===== config.mk =====
export PLATFORM = sky130hd
export DESIGN_NAME = rf_serial_loader
export DESIGN_NICKNAME = d
export VERILOG_FILES = /design/src/rtl/rfsl_pkg.sv /design/src/rtl/rfsl_arbiter.sv /design/src/rtl/rfsl_shifter.sv /design/src/rtl/rfsl_load_ctl.sv /design/src/rtl/rf_serial_loader.sv
export SDC_FILE = /design/constraint.sdc
export NUM_CORES = 1
export LEC_CHECK = 0
export ABC_AREA = 0
export ABC_CLOCK_PERIOD_IN_PS = 5650
export BUFFER_PORTS_ARGS = -buffer_cell sky130_fd_sc_hd__clkbuf_2
export CAP_MARGIN = 20
export CELL_PAD_IN_SITES_DETAIL_PLACEMENT = 1
export CELL_PAD_IN_SITES_GLOBAL_PLACEMENT = 2
export CORE_ASPECT_RATIO = 0.75
export CORE_MARGIN = 8
export CORE_UTILIZATION = 33
export DETAILED_ROUTE_END_ITERATION = 10
export HOLD_SLACK_MARGIN = 0.1
export PLACE_DENSITY_LB_ADDON = 0.12
export REMOVE_ABC_BUFFERS = 1
export SYNTH_ARGS = -nofsm -noshare
export SYNTH_HDL_FRONTEND = slang
export SYNTH_SLANG_ARGS = --single-unit

===== constraint.sdc =====
create_clock -name clk -period 5.65 [get_ports clk]
set_clock_uncertainty 0.2 [all_clocks]
set_input_delay 1.13 -clock clk [delete_from_list [all_inputs] [get_ports clk]]
set_output_delay 1.13 -clock clk [all_outputs]
set_load 0.02 [all_outputs]

===== src/rtl/rfsl_pkg.sv =====
// Package: shared types and target codes for the serial control word loader.
// Assumes two targets; the code of each target selects its load line.
package rfsl_pkg;
    typedef enum logic [1:0] {
        SH_IDLE   = 2'd0,
        SH_SHIFT  = 2'd1,
        SH_TAIL   = 2'd2,
        SH_STROBE = 2'd3
    } shift_state_t;

    localparam int NUM_TGT = 2;
    localparam int TGT_W   = (NUM_TGT > 1) ? $clog2(NUM_TGT) : 1;
    localparam int TGT_SYN = 0;
    localparam int TGT_DAC = 1;
endpackage


===== src/rtl/rfsl_arbiter.sv =====
// Module: rfsl_arbiter
// Picks at most one request per cycle. The DAC channel has priority. A
// synthesizer request needs the radio idle, and both channels need a bit
// count of 1..WORD_W.
// Assumes: free is high only when no transfer is running.
module rfsl_arbiter #(
    parameter int WORD_W = 24,
    parameter int LEN_W  = $clog2(WORD_W + 1)
) (
    input  logic                        free,
    input  logic                        radio_idle,
    input  logic                        syn_req,
    input  logic [WORD_W-1:0]           syn_word,
    input  logic [LEN_W-1:0]            syn_len,
    input  logic                        dac_req,
    input  logic [WORD_W-1:0]           dac_word,
    input  logic [LEN_W-1:0]            dac_len,
    output logic                        grant,
    output logic [rfsl_pkg::TGT_W-1:0]  grant_tgt,
    output logic [WORD_W-1:0]           grant_word,
    output logic [LEN_W-1:0]            grant_len
);
    import rfsl_pkg::*;

    localparam logic [LEN_W-1:0] MAX_LEN = LEN_W'(WORD_W);

    logic syn_ok, dac_ok;

    // Qualify each channel: length range, and radio idle for the synthesizer.
    always_comb begin
        dac_ok = dac_req && (dac_len != '0) && (dac_len <= MAX_LEN);
        syn_ok = syn_req && radio_idle && (syn_len != '0) && (syn_len <= MAX_LEN);
    end

    // Fixed priority selection: DAC first, then synthesizer.
    always_comb begin
        grant = free && (dac_ok || syn_ok);
        if (dac_ok) begin
            grant_tgt  = TGT_W'(TGT_DAC);
            grant_word = dac_word;
            grant_len  = dac_len;
        end else begin
            grant_tgt  = TGT_W'(TGT_SYN);
            grant_word = syn_word;
            grant_len  = syn_len;
        end
    end
endmodule


===== src/rtl/rfsl_shifter.sv =====
// Module: rfsl_shifter
// Serializes one word MSB first. The serial clock toggles each cycle, and the
// data changes only with the falling serial clock. A tail cycle keeps the
// frame open after the last bit, and then a strobe cycle marks the latch.
// Assumes: start is raised only while busy is low.
module rfsl_shifter #(
    parameter int WORD_W = 24,
    parameter int LEN_W  = $clog2(WORD_W + 1)
) (
    input  logic              clk,
    input  logic              rst_n,
    input  logic              start,
    input  logic [WORD_W-1:0] word,
    input  logic [LEN_W-1:0]  len,
    output logic              ser_clk,
    output logic              ser_data,
    output logic              frame_active,
    output logic              strobe,
    output logic              busy
);
    import rfsl_pkg::*;

    localparam logic [LEN_W-1:0] MAX_LEN = LEN_W'(WORD_W);

    shift_state_t      st;
    logic              sclk_q;
    logic [WORD_W-1:0] shreg;
    logic [LEN_W-1:0]  bits_left;

    // Sequencer: load a left-aligned word, toggle the clock, shift on falling edges.
    always_ff @(posedge clk) begin
        if (!rst_n) begin
            st        <= SH_IDLE;
            sclk_q    <= 1'b0;
            shreg     <= '0;
            bits_left <= '0;
        end else begin
            case (st)
                SH_IDLE: begin
                    if (start) begin
                        st        <= SH_SHIFT;
                        shreg     <= word << (MAX_LEN - len);
                        bits_left <= len;
                        sclk_q    <= 1'b0;
                    end
                end
                SH_SHIFT: begin
                    if (!sclk_q) begin
                        sclk_q <= 1'b1;
                    end else begin
                        sclk_q <= 1'b0;
                        if (bits_left == LEN_W'(1)) begin
                            st <= SH_TAIL;
                        end else begin
                            shreg     <= shreg << 1;
                            bits_left <= bits_left - LEN_W'(1);
                        end
                    end
                end
                SH_TAIL:   st <= SH_STROBE;
                SH_STROBE: st <= SH_IDLE;
                default:   st <= SH_IDLE;
            endcase
        end
    end

    // Output decode from registered state only.
    always_comb begin
        ser_clk      = sclk_q;
        ser_data     = (st == SH_SHIFT) && shreg[WORD_W-1];
        frame_active = (st == SH_SHIFT) || (st == SH_TAIL);
        strobe       = (st == SH_STROBE);
        busy         = (st != SH_IDLE);
    end

    // Checker state: counts the serial clock rises of the current frame.
    logic [LEN_W-1:0] rise_cnt;
    logic [LEN_W-1:0] len_chk;
    always_ff @(posedge clk) begin
        if (!rst_n) begin
            rise_cnt <= '0;
            len_chk  <= '0;
        end else if (st == SH_IDLE && start) begin
            rise_cnt <= '0;
            len_chk  <= len;
        end else if (st == SH_SHIFT && !sclk_q) begin
            rise_cnt <= rise_cnt + LEN_W'(1);
        end
    end

    assert_data_hold_R4: assert property (@(posedge clk) disable iff (!rst_n)
        $rose(ser_clk) |-> $stable(ser_data));
    assert_clk_alternates_R2: assert property (@(posedge clk) disable iff (!rst_n)
        ser_clk |=> !ser_clk);
    assert_clk_in_frame_R2: assert property (@(posedge clk) disable iff (!rst_n)
        ser_clk |-> frame_active);
    assert_bit_count_R3: assert property (@(posedge clk) disable iff (!rst_n)
        strobe |-> (rise_cnt == len_chk));
    assert_strobe_single_R6: assert property (@(posedge clk) disable iff (!rst_n)
        strobe |=> !strobe);
endmodule


===== src/rtl/rfsl_load_ctl.sv =====
// Module: rfsl_load_ctl
// Remembers which target owns the current frame and drives one active-low
// load line per target. Only the owner's line goes low while the frame is open.
// Assumes: start is raised only when no frame is open.
module rfsl_load_ctl #(
    parameter int NUM_TGT = rfsl_pkg::NUM_TGT,
    parameter int TGT_W   = rfsl_pkg::TGT_W
) (
    input  logic               clk,
    input  logic               rst_n,
    input  logic               start,
    input  logic [TGT_W-1:0]   start_tgt,
    input  logic               frame_active,
    output logic [NUM_TGT-1:0] load_n
);
    logic [TGT_W-1:0] tgt_q;

    // Capture the owner of the frame when a transfer is granted.
    always_ff @(posedge clk) begin
        if (!rst_n) begin
            tgt_q <= '0;
        end else if (start) begin
            tgt_q <= start_tgt;
        end
    end

    // One load line per target.
    for (genvar t = 0; t < NUM_TGT; t++) begin : g_load
        assign load_n[t] = !(frame_active && (tgt_q == TGT_W'(t)));
    end

    assert_single_target_R11: assert property (@(posedge clk) disable iff (!rst_n)
        $onehot0(~load_n));
    assert_owner_hold_R11: assert property (@(posedge clk) disable iff (!rst_n)
        (frame_active && $past(frame_active)) |-> $stable(tgt_q));
endmodule


===== src/rtl/rf_serial_loader.sv =====
// Module: rf_serial_loader (top)
// Serial control word loader for a synthesizer and a serial DAC that share
// one clock and one data line and have separate active-low load lines.
// Assumes: all inputs are synchronous to clk, and requests are not held by
// the block (a request that is not granted is dropped).
module rf_serial_loader #(
    parameter int WORD_W = 24,
    parameter int LEN_W  = $clog2(WORD_W + 1)
) (
    input  logic              clk,
    input  logic              rst_n,
    input  logic              radio_idle,
    input  logic              syn_req,
    input  logic [WORD_W-1:0] syn_word,
    input  logic [LEN_W-1:0]  syn_len,
    input  logic              dac_req,
    input  logic [WORD_W-1:0] dac_word,
    input  logic [LEN_W-1:0]  dac_len,
    output logic              busy,
    output logic              done,
    output logic              ser_clk,
    output logic              ser_data,
    output logic              syn_load_n,
    output logic              dac_load_n
);
    import rfsl_pkg::*;

    logic                  grant;
    logic [TGT_W-1:0]      grant_tgt;
    logic [WORD_W-1:0]     grant_word;
    logic [LEN_W-1:0]      grant_len;
    logic                  frame_active;
    logic                  sh_busy;
    logic [NUM_TGT-1:0]    load_n;

    rfsl_arbiter #(.WORD_W(WORD_W), .LEN_W(LEN_W)) u_arb (
        .free       (!sh_busy),
        .radio_idle (radio_idle),
        .syn_req    (syn_req),
        .syn_word   (syn_word),
        .syn_len    (syn_len),
        .dac_req    (dac_req),
        .dac_word   (dac_word),
        .dac_len    (dac_len),
        .grant      (grant),
        .grant_tgt  (grant_tgt),
        .grant_word (grant_word),
        .grant_len  (grant_len)
    );

    rfsl_shifter #(.WORD_W(WORD_W), .LEN_W(LEN_W)) u_shift (
        .clk          (clk),
        .rst_n        (rst_n),
        .start        (grant),
        .word         (grant_word),
        .len          (grant_len),
        .ser_clk      (ser_clk),
        .ser_data     (ser_data),
        .frame_active (frame_active),
        .strobe       (done),
        .busy         (sh_busy)
    );

    rfsl_load_ctl #(.NUM_TGT(NUM_TGT), .TGT_W(TGT_W)) u_load (
        .clk          (clk),
        .rst_n        (rst_n),
        .start        (grant),
        .start_tgt    (grant_tgt),
        .frame_active (frame_active),
        .load_n       (load_n)
    );

    // Map the per-target load lines to named ports.
    always_comb begin
        busy       = sh_busy;
        syn_load_n = load_n[TGT_SYN];
        dac_load_n = load_n[TGT_DAC];
    end

    assert_syn_needs_idle_R8: assert property (@(posedge clk) disable iff (!rst_n)
        $fell(syn_load_n) |-> $past(radio_idle));
    assert_start_when_free_R7: assert property (@(posedge clk) disable iff (!rst_n)
        ($fell(syn_load_n) || $fell(dac_load_n)) |-> $past(!busy));
    assert_done_at_latch_R6: assert property (@(posedge clk) disable iff (!rst_n)
        done |-> (syn_load_n && dac_load_n && $past(!syn_load_n || !dac_load_n)));
    assert_lines_quiet_R11: assert property (@(posedge clk) disable iff (!rst_n)
        !busy |-> (!ser_clk && !ser_data));
endmodule


Yosys cells after proc, flatten, opt, wreduce, memory -nomap -nowiden
Cells that the tools add are included.

storage, ports and cells
  output and inout bits = 6
  word-level logic and storage cells = 59
  register bits after elaboration = 33

operators by class
  shift operators = 1
  add/subtract/negate cells = 2
  $lt $le $gt $ge = 2
  bitwise logic cells = 1
  reduce and logical (&&, ||, !) cells = 22
  muxes and demuxes = 18
  equality and inequality tests = 8

operators with widths
  cell                   number
  $mux W24               4
  $pmux W24 S2           1
  $shl A24 B5 Y24        1
  $mux W5                4
  $le A5 B5 Y1 const B   2
  $pmux W5 S2            1
  $reduce_bool A5 Y1     2
  $logic_and A1 B1 Y1    9
  $pmux W2 S4            1
  $mux W2                3
  $eq A5 B1 Y1 const B   1
  $sub A5 B1 Y5 const B  1
  $sub A5 B5 Y5 const A  1
  $eq A2 B2 Y1 const B   2
  $ne A2 B1 Y1 const B   2
  $ne A2 B2 Y1 const B   2
  $reduce_and A4 Y1      1
  $reduce_bool A2 Y1     2
  $logic_not A1 Y1       3
  $mux W1                3
  $reduce_and A3 Y1      1
  $eq A2 B1 Y1 const B   1
  $logic_not A2 Y1       1
  $logic_or A1 B1 Y1     2
  3 further kinds        3

Depth between registers and ports, before layout
Gate-level depths: netlist (run 1).

  depth in word-level cells = 8
  mapped depth = 16
  gate-level depth less buffers = 12

Cells and area by module
A second synthesis (run 1) with hierarchy kept.

unflattened totals
  cells, all modules = 529
  area, all modules = 4399.2 um^2

by module, submodules not included
  module            cells each  sequential area each (um^2)  area each (um^2)  instances
  rfsl_shifter      346         640.6                        2970.3            1
  rfsl_arbiter      177         0.0                          1378.8            1
  rfsl_load_ctl     5           20.0                         46.3              1
  rf_serial_loader  1           0.0                          3.8               1

Worst setup path after synthesis (run 1)
OpenSTA, ideal clock, no wires.

  path kind = input-to-reg
  start = in dac_len[2]
  end = reg u_shift.shreg[18]
  data required time = 5.347 ns
  buffers on the path = 3
  cell stages on the path = 14
  slack = 1.278 ns
  data arrival time = 4.069 ns
  library setup time = 0.103 ns
  cells stage by stage = or3_1 -> buf_6 -> mux2i_1 -> or2_1 -> buf_6 -> inv_2 -> buf_6 -> ha_1 -> inv_1 -> nor3_1 -> nor3_1 -> or4_4 -> a311o_1 -> a2111oi_2

between the ends
  cells in the longest elaborated chain, start to end = 8
  elaborated cells on any way between the ends = 14

RTL lines
  what                                                  RTL line                text
  start: declaration                                    rf_serial_loader.sv:18  input logic [LEN_W-1:0] dac_len,
  branches (longest 8 deep; another with $le A5 B5 Y1)  n/a
  end signal: assignment                                rfsl_shifter.sv:42      shreg <= word << (MAX_LEN - len);
  end signal: assignment                                rfsl_shifter.sv:55      shreg <= shreg << 1;
  end: declaration                                      rfsl_shifter.sv:27      logic [WORD_W-1:0] shreg;

Parallel ways; which one is timed is not known. The select of a mux whose other input is x is not followed.
A chain may end at the register's enable or synchronous reset.

Final worst setup path (run 1)
  start = in dac_req
  end = reg u_shift.shreg[18]

between the ends
  cells in the longest elaborated chain, start to end = 7
  elaborated cells on any way between the ends = 12

RTL lines
  what                                 RTL line                text
  start: declaration                   rf_serial_loader.sv:16  input logic dac_req,
  $logic_and A1 B1 Y1 * (2 in series)  rfsl_arbiter.sv:31      dac_ok = dac_req && (dac_len != '0) && (dac_len <= MAX_LEN);
  $mux W5                              rfsl_arbiter.sv:38      if (dac_ok) begin
  $sub A5 B5 Y5                        rfsl_shifter.sv:42
  $shl A24 B5 Y24                      rfsl_shifter.sv:42
  $mux W24                             rfsl_shifter.sv:40      if (start) begin
  $pmux W24 S2                         rfsl_shifter.sv:38      case (st)

Every way passes the cells marked *; elsewhere a longest branch is shown, timed or not. The select of a mux whose other input is x is not followed.

==> metrics.yaml, run 1 <==
p_int_mw: 0.983
core_um2: 12100
finalSetupTns_ns: 0
ys_async_sr_fraction: 0
ys_ff_latch: 33
clockRootBuffer: "clkbuf_16"
synth_warnings: 0
finalHoldViolCount: 0
die_x_um: 144
dieArea_um2: 16100
gp_congestion: 0.893
vdd_drop_max_uv: 243
status: "finished, final reports clean"
area_growth_pct: 15.8
synth_edf_count: 0
slew_violations: 0
synth.area.top_cells: "dfxtp_1, mux4_2, nor2_1"
synth_area_um2: 4050
worstSkewPairLatency_ns: 0.29
overflow: 0
port_buffers: 68
synth.avg_cell_area_um2: 7.36
postCtsSetupBuffers: 0
worstSetupPathType: "in2reg"
setup_slack_ns: 0.991
dp_slack_ns: 0.685
cts_inserted_buffers: 5
p_clk_frac: 0.192
num_vias: 4596
fin_nets: 668
htreeDepth: 2
cts_sinks: 33
period_share: 0.825
yosys.area.top_type: "dfxtp_1"
critical_path_peak_fanout: 26
max-cap-violations: 0
drc: 0
setup-violations-final: 0
startpoint_type: "input port"
max-slew-margin-rel: 0.398
grt_pass1_vias: 4744
combPwrFrac: 0.603
grt_usage: 0.201
grt_max_degree: 40
cts.repair.resized: 0
ant_nets: 0
switchingPower_mw: 0.892
timing.fmax_mhz: 215
required_ns: 5.63
grt_antenna_before_repair: 0
clockBufferDepth: 2
worstPathArrival_ns: 4.64
switching_share: 0.476
routedWlPerCell_um: 21.0
synth.yosys.seq_area_share: 0.163
via_per_inst: 6.02
power_density_nw_per_um2: 400
hp-class: "reg2reg"
grt_first_pass_wirelength_um: 26300
diodes: 0
cts_hold_buf: 0
routed_wl_um: 16100
row_count: 35
fp.dieH_um: 112
drt-pass1-iter-count: 4
first_iter_violations: 304
synthCells: 550
rsz0062_at_grt: "false"
io_pins: 69
synth-main-ff-cell: "dfxtp_1"
period_needed_ns: 4.66
endpoint_kind: "flop"
placedCellCount: 756
drive_gt1_frac: 0.222
synth_top_area_frac: 0.163
p_leak_nw: 1.83
initial_core_util: 0.334
finalNonFillerCells: 764
p_seq_frac: 0.205
cts_tree: "done"
path_clk_slew_ns: 0.05
hpwl_um: 12500
netlist-cell-type-count: 79
tightest_slew_ns: 0.903
-- per-layer routing --
metal  GRT usage  vias up  wire length, µm
met5           0        -                0
met4      0.0321        0              148
met3      0.0406       12              723
met2       0.296       97             6770
met1       0.297     2268             8440
li1            -     2219                -
-- Yosys cell counts (all sizes together), types with 2 or more instances --
| library cell | n |
|---|---|
| a2111oi | 8 |
| a211oi | 9 |
| a21o | 4 |
| a21oi | 40 |
| a221oi | 14 |
| a22o | 2 |
| a22oi | 7 |
| a2bb2oi | 2 |
| a311oi | 5 |
| a31oi | 18 |
| a32oi | 2 |
| and2 | 5 |
| and3 | 8 |
| buf | 15 |
| clkbuf | 26 |
| dfxtp | 33 |
| ha | 8 |
| inv | 29 |
| mux2 | 6 |
| mux2i | 12 |
| mux4 | 12 |
| nand2 | 33 |
| nand2b | 8 |
| nand3 | 15 |
| nor2 | 60 |
| nor2b | 3 |
| nor3 | 28 |
| nor3b | 12 |
| nor4 | 4 |
| o2111a | 2 |
| o211ai | 11 |
| o21a | 2 |
| o21ai | 45 |
| o221a | 3 |
| o221ai | 3 |
| o22ai | 15 |
| o311a | 2 |
| o311ai | 3 |
| o31ai | 3 |
| o32a | 3 |
| o32ai | 3 |
| or2 | 6 |
| or3 | 6 |
| or4 | 2 |
-- worst paths after layout --
kind | start | endpoint | slack, ns | depth (start not counted)
setup / recovery | dac_req | u_shift.shreg[18] | 0.99 | 13
hold / removal | u_shift.shreg[23] | u_shift.shreg[23] | 0.26 | 2
setup reg to reg | u_shift.st[1] | u_shift.shreg[18] | 2.22 | 11
hold reg to reg | u_shift.shreg[23] | u_shift.shreg[23] | 0.26 | 2
-- final cells by class --
cell class,count,area [µm²]
sequential,33,661
clock inverter,3,65.1
inverter,30,113
fill,1566,7440
multi-input combinational,446,3080
tap,166,208
clock buffer,5,125
timing repair buffer,81,438
-- state kept, by name, summed over array words and instances (netlist names) --
name and count:
u_shift.ser_clk 1, u_shift.shreg 24, u_shift.bits_left 5, u_shift.st 2, u_load.tgt_q 1
-- logic make-up (layout without fill, tap and decap cells) --
logic type / count (synthesis) / count (layout) / synth area share
adders and majority gates: 8 / 8 / 0.0247
buffers and inverters: 71 / 119 / 0.0773
and+or+nand+nor: 196 / 196 / 0.250
AOI/OAI and AO/OA: 212 / 212 / 0.370
DFF: 33 / 33 / 0.163
muxes: 30 / 30 / 0.115
-- worst max-delay path: stages --
cell and delay, ns:
clkbuf_2 0.41, clkinv_1 0.39, a21oi_1 0.28, o221ai_1 0.27
inv_1 0.18, ha_1 0.20, inv_1 0.07, nor3_1 0.25
nor3_1 0.14, or2_1 0.32, nor2_1 0.44, a221oi_1 0.17
a2111oi_2 0.38
-- power by group through the flow --
stage	sequential (mW)	clock, mW	combinational [mW]
finish	0.385	0.360	1.13
global route	0.397	0.379	1.25
CTS	0.383	0.368	1.13
detailed placement	0.387	0	1.12
global placement	0.385	0	1.10
floorplan	0.371	0	0.763
-- cells in the final DEF (no fill, tap or decap), drive strengths merged, types with 13 or more instances in the layout --
| cell type | count |
|---|---|
| clkbuf | 73 |
| nor2 | 60 |
| o21ai | 45 |
| a21oi | 40 |
| dfxtp | 33 |
| nand2 | 33 |
| inv | 29 |
| nor3 | 28 |
| a31oi | 18 |
| nand3 | 15 |
| o22ai | 15 |
| a221oi | 14 |
| buf | 13 |
-- stage by stage --
| step | util | instance area, µm² | hold WS, ns | total power [mW] |
|---|---|---|---|---|
| floorplan | - | 3850 | 0.234 | 1.13 |
| global placement | 0.371 | 4500 | 0.253 | 1.48 |
| detailed placement | 0.371 | 4500 | 0.254 | 1.51 |
| CTS | 0.386 | 4690 | 0.262 | 1.88 |
| global route | 0.386 | 4690 | 0.303 | 2.03 |
| finish | 0.386 | 4690 | 0.256 | 1.88 |
Power figures use the tool's default switching activity.
==> run 2: changes to the inputs <==
--- a/config.mk
+++ b/config.mk
@@ -5,15 +5,15 @@
 export SDC_FILE = /design/constraint.sdc
 export NUM_CORES = 1
 export LEC_CHECK = 0
-export ABC_AREA = 0
-export ABC_CLOCK_PERIOD_IN_PS = 5650
+export ABC_AREA = 1
+export ABC_CLOCK_PERIOD_IN_PS = 4200
 export BUFFER_PORTS_ARGS = -buffer_cell sky130_fd_sc_hd__clkbuf_2
 export CAP_MARGIN = 20
 export CELL_PAD_IN_SITES_DETAIL_PLACEMENT = 1
 export CELL_PAD_IN_SITES_GLOBAL_PLACEMENT = 2
 export CORE_ASPECT_RATIO = 0.75
 export CORE_MARGIN = 8
-export CORE_UTILIZATION = 33
+export CORE_UTILIZATION = 25
 export DETAILED_ROUTE_END_ITERATION = 10
 export HOLD_SLACK_MARGIN = 0.1
 export PLACE_DENSITY_LB_ADDON = 0.12
==> constraint.sdc (replaced) <==
create_clock -name clk -period 4.2 [get_ports clk]
set_clock_uncertainty 0.2 [all_clocks]
set_input_delay 0.84 -clock clk [delete_from_list [all_inputs] [get_ports clk]]
set_output_delay 0.84 -clock clk [all_outputs]
set_load 0.02 [all_outputs]
==> run 2 against run 1 <==
Worst setup slack got worse by 0.34 ns. Via count decreased by 9.9%. Sequential share of layout area increased by 2.2 points. Worst hold slack improved by 0.014 ns. Synthesized cell count increased by 14%. Sequential power increased by 39%. Global-route usage decreased by 5.5 points. Power increased by 24%. Combinational power increased by 27%. Area after synthesis decreased by 14%. Cell count increased by 11%. Critical path depth increased by 4. Critical path type unchanged.
==> metrics.yaml, run 2 <==
endpoint_kind: "flop"
startpoint_type: "input port"
cts_tree: "done"
critical_path_peak_fanout: 20
worstPathArrival_ns: 3.55
grt_max_degree: 35
drive_gt1_frac: 0.165
slew_violations: 0
drc: 0
drt-pass1-iter-count: 4
rsz0062_at_grt: "false"
yosysMostFrequentCell: "nand2_1"
fin_nets: 744
synth.yosys.seq_area_share: 0.191
max-cap-violations: 0
cts.repair.resized: 0
cts_sinks: 33
whs_ns: 0.270
hpwl_um: 10200
core_um2: 13700
grt_pass1_vias: 4398
synth_edf_count: 0
largestRegisters: "u_shift.shreg: 24 flops, u_shift.bits_left: 5 flops, u_shift.st: 2 flops"
synth.avg_cell_area_um2: 5.55
yosys.area.top_type: "nand2_1"
netlist-cell-type-count: 31
period_share: 0.844
io_pins: 69
routedWlPerCell_um: 15.3
vdd_drop_max_uv: 276
overflow: 0
final_common_cell: "nand2_1"
final_cell_mix: "nand2_1, nand3_1, clkbuf_2, a21oi_1, inv_1"
via_per_inst: 4.88
finalSetupTns_ns: 0
path_clk_slew_ns: 0.05
worstSetupPathType: "in2reg"
nFillCells: 1829
clockRootBuffer: "clkbuf_16"
ant_nets: 0
cts_inserted_buffers: 5
status: "finished, final reports clean"
power_density_nw_per_um2: 577
tightest_slew_ns: 0.637
p_leak_nw: 2.07
gp_congestion: 0.794
initial_core_util: 0.254
setup-violations-final: 0
grt_antenna_before_repair: 0
largest_reg_flops: 24
max-slew-margin-rel: 0.575
postLayoutCoreUtil: 0.296
hp-class: "reg2reg"
num_vias: 4142
synth_top_area_frac: 0.238
routed_wl_um: 13000
first_iter_violations: 191
cts_hold_buf: 0
ys_ff_latch: 33
timing.fmax_mhz: 282
area_growth_pct: 16.6
period_needed_ns: 3.55
synthCells: 625
synth.area.top_cells: "nand2_1, dfxtp_1, nand3_1"
grt_usage: 0.147
dieArea_um2: 17900
clockBufferDepth: 2
regMostFlops: "u_shift.shreg"
port_buffers: 68
synth-main-ff-cell: "dfxtp_1"
diodes: 0
finalPower_mw: 2.33
synth_area_um2: 3470
synth_common_cells: "nand2_1, nand3_1, a21oi_1"
ys_async_sr_fraction: 0
grt_first_pass_wirelength_um: 22300
finalHoldViolCount: 0
htreeDepth: 2
synth_warnings: 0
fp.dieH_um: 118
row_count: 37
worstSkewPairLatency_ns: 0.28
required_ns: 4.21
die_x_um: 152
postCtsSetupBuffers: 0
-- run 2: cell types whose count changed after synthesis, moves of 17 or more --
cell / previous run / this run
a21oi_1: 39 / 56
a31oi_1: 18 / 1
nand2_1: 32 / 220
nand3_1: 15 / 104
nand4_1: 0 / 26
nor2_1: 59 / 26
nor3_1: 26 / 1
-- run 2: report_power, final --
part | switching [mW] | total [mW] | internal (mW)
registers | 0.0769 | 0.535 | 0.458
logic | 0.977 | 1.44 | 0.466
clock network | 0.139 | 0.356 | 0.218
-- run 2: path summary, 6_finish.rpt --
check / from / end / slack (ns) / cells past startpoint
max reg2reg: u_shift.st[1] / u_shift.shreg[23] / 1.50 / 12
min reg2reg: u_shift.shreg[0] / u_shift.shreg[0] / 0.27 / 2
max: dac_len[2] / u_shift.shreg[21] / 0.65 / 17
min: u_shift.shreg[0] / u_shift.shreg[0] / 0.27 / 2
-- run 2: logic make-up after synthesis --
| family | count (synthesis) | synth area share |
|---|---|---|
| flip-flops | 33 | 0.191 |
| XOR/XNOR | 1 | 0.00253 |
| adder cells (fa/ha/maj) | 8 | 0.0289 |
| buffers and inverters | 89 | 0.114 |
| AO/OA/AOI/OAI | 102 | 0.157 |
| AND/OR/NAND/NOR | 392 | 0.507 |
-- run 2: area by class of cell --
cell class	count	area, µm²	share of cell area
well taps	175	219	0.0542
clock buffers	6	129	0.0319
inverters	51	191	0.0474
clock inverters	2	10.0	0.00248
flip-flops and latches	33	661	0.163
repair buffers	79	423	0.105
multi-input cells	503	2410	0.596
-- run 2: per-stage QoR --
| stage | std cells | cell area [µm²] | setup slack [ns] |
|---|---|---|---|
| floorplan | 587 | 3260 | -0.0160 |
| global placement | 841 | 3900 | 0.456 |
| detailed placement | 841 | 3900 | 0.366 |
| CTS | 849 | 4040 | 0.655 |
| global route | 849 | 4040 | 0.297 |
| finish | 849 | 4040 | 0.655 |
-- run 2: per-layer routing --
layer,vias to the layer above,share of wire,track usage
met5,-,0,0
met4,0,0.0047,0.0181
met3,7,0.027,0.0290
met2,46,0.45,0.242
met1,1926,0.52,0.198
li1,2163,-,-
-- run 2: worst max-delay path, stage by stage --
cell and delay, ns:
clkbuf_2 0.13, nor2_4 0.16, nand3_4 0.26, nand3_4 0.26, nand2_1 0.07, nand2_1 0.10, inv_1 0.07, ha_1 0.28
inv_1 0.48, nand3_1 0.21, nand3_1 0.21, nand4_1 0.14, nand2_1 0.09, inv_1 0.05, nand2_1 0.05, nand2_1 0.05
a21oi_1 0.11
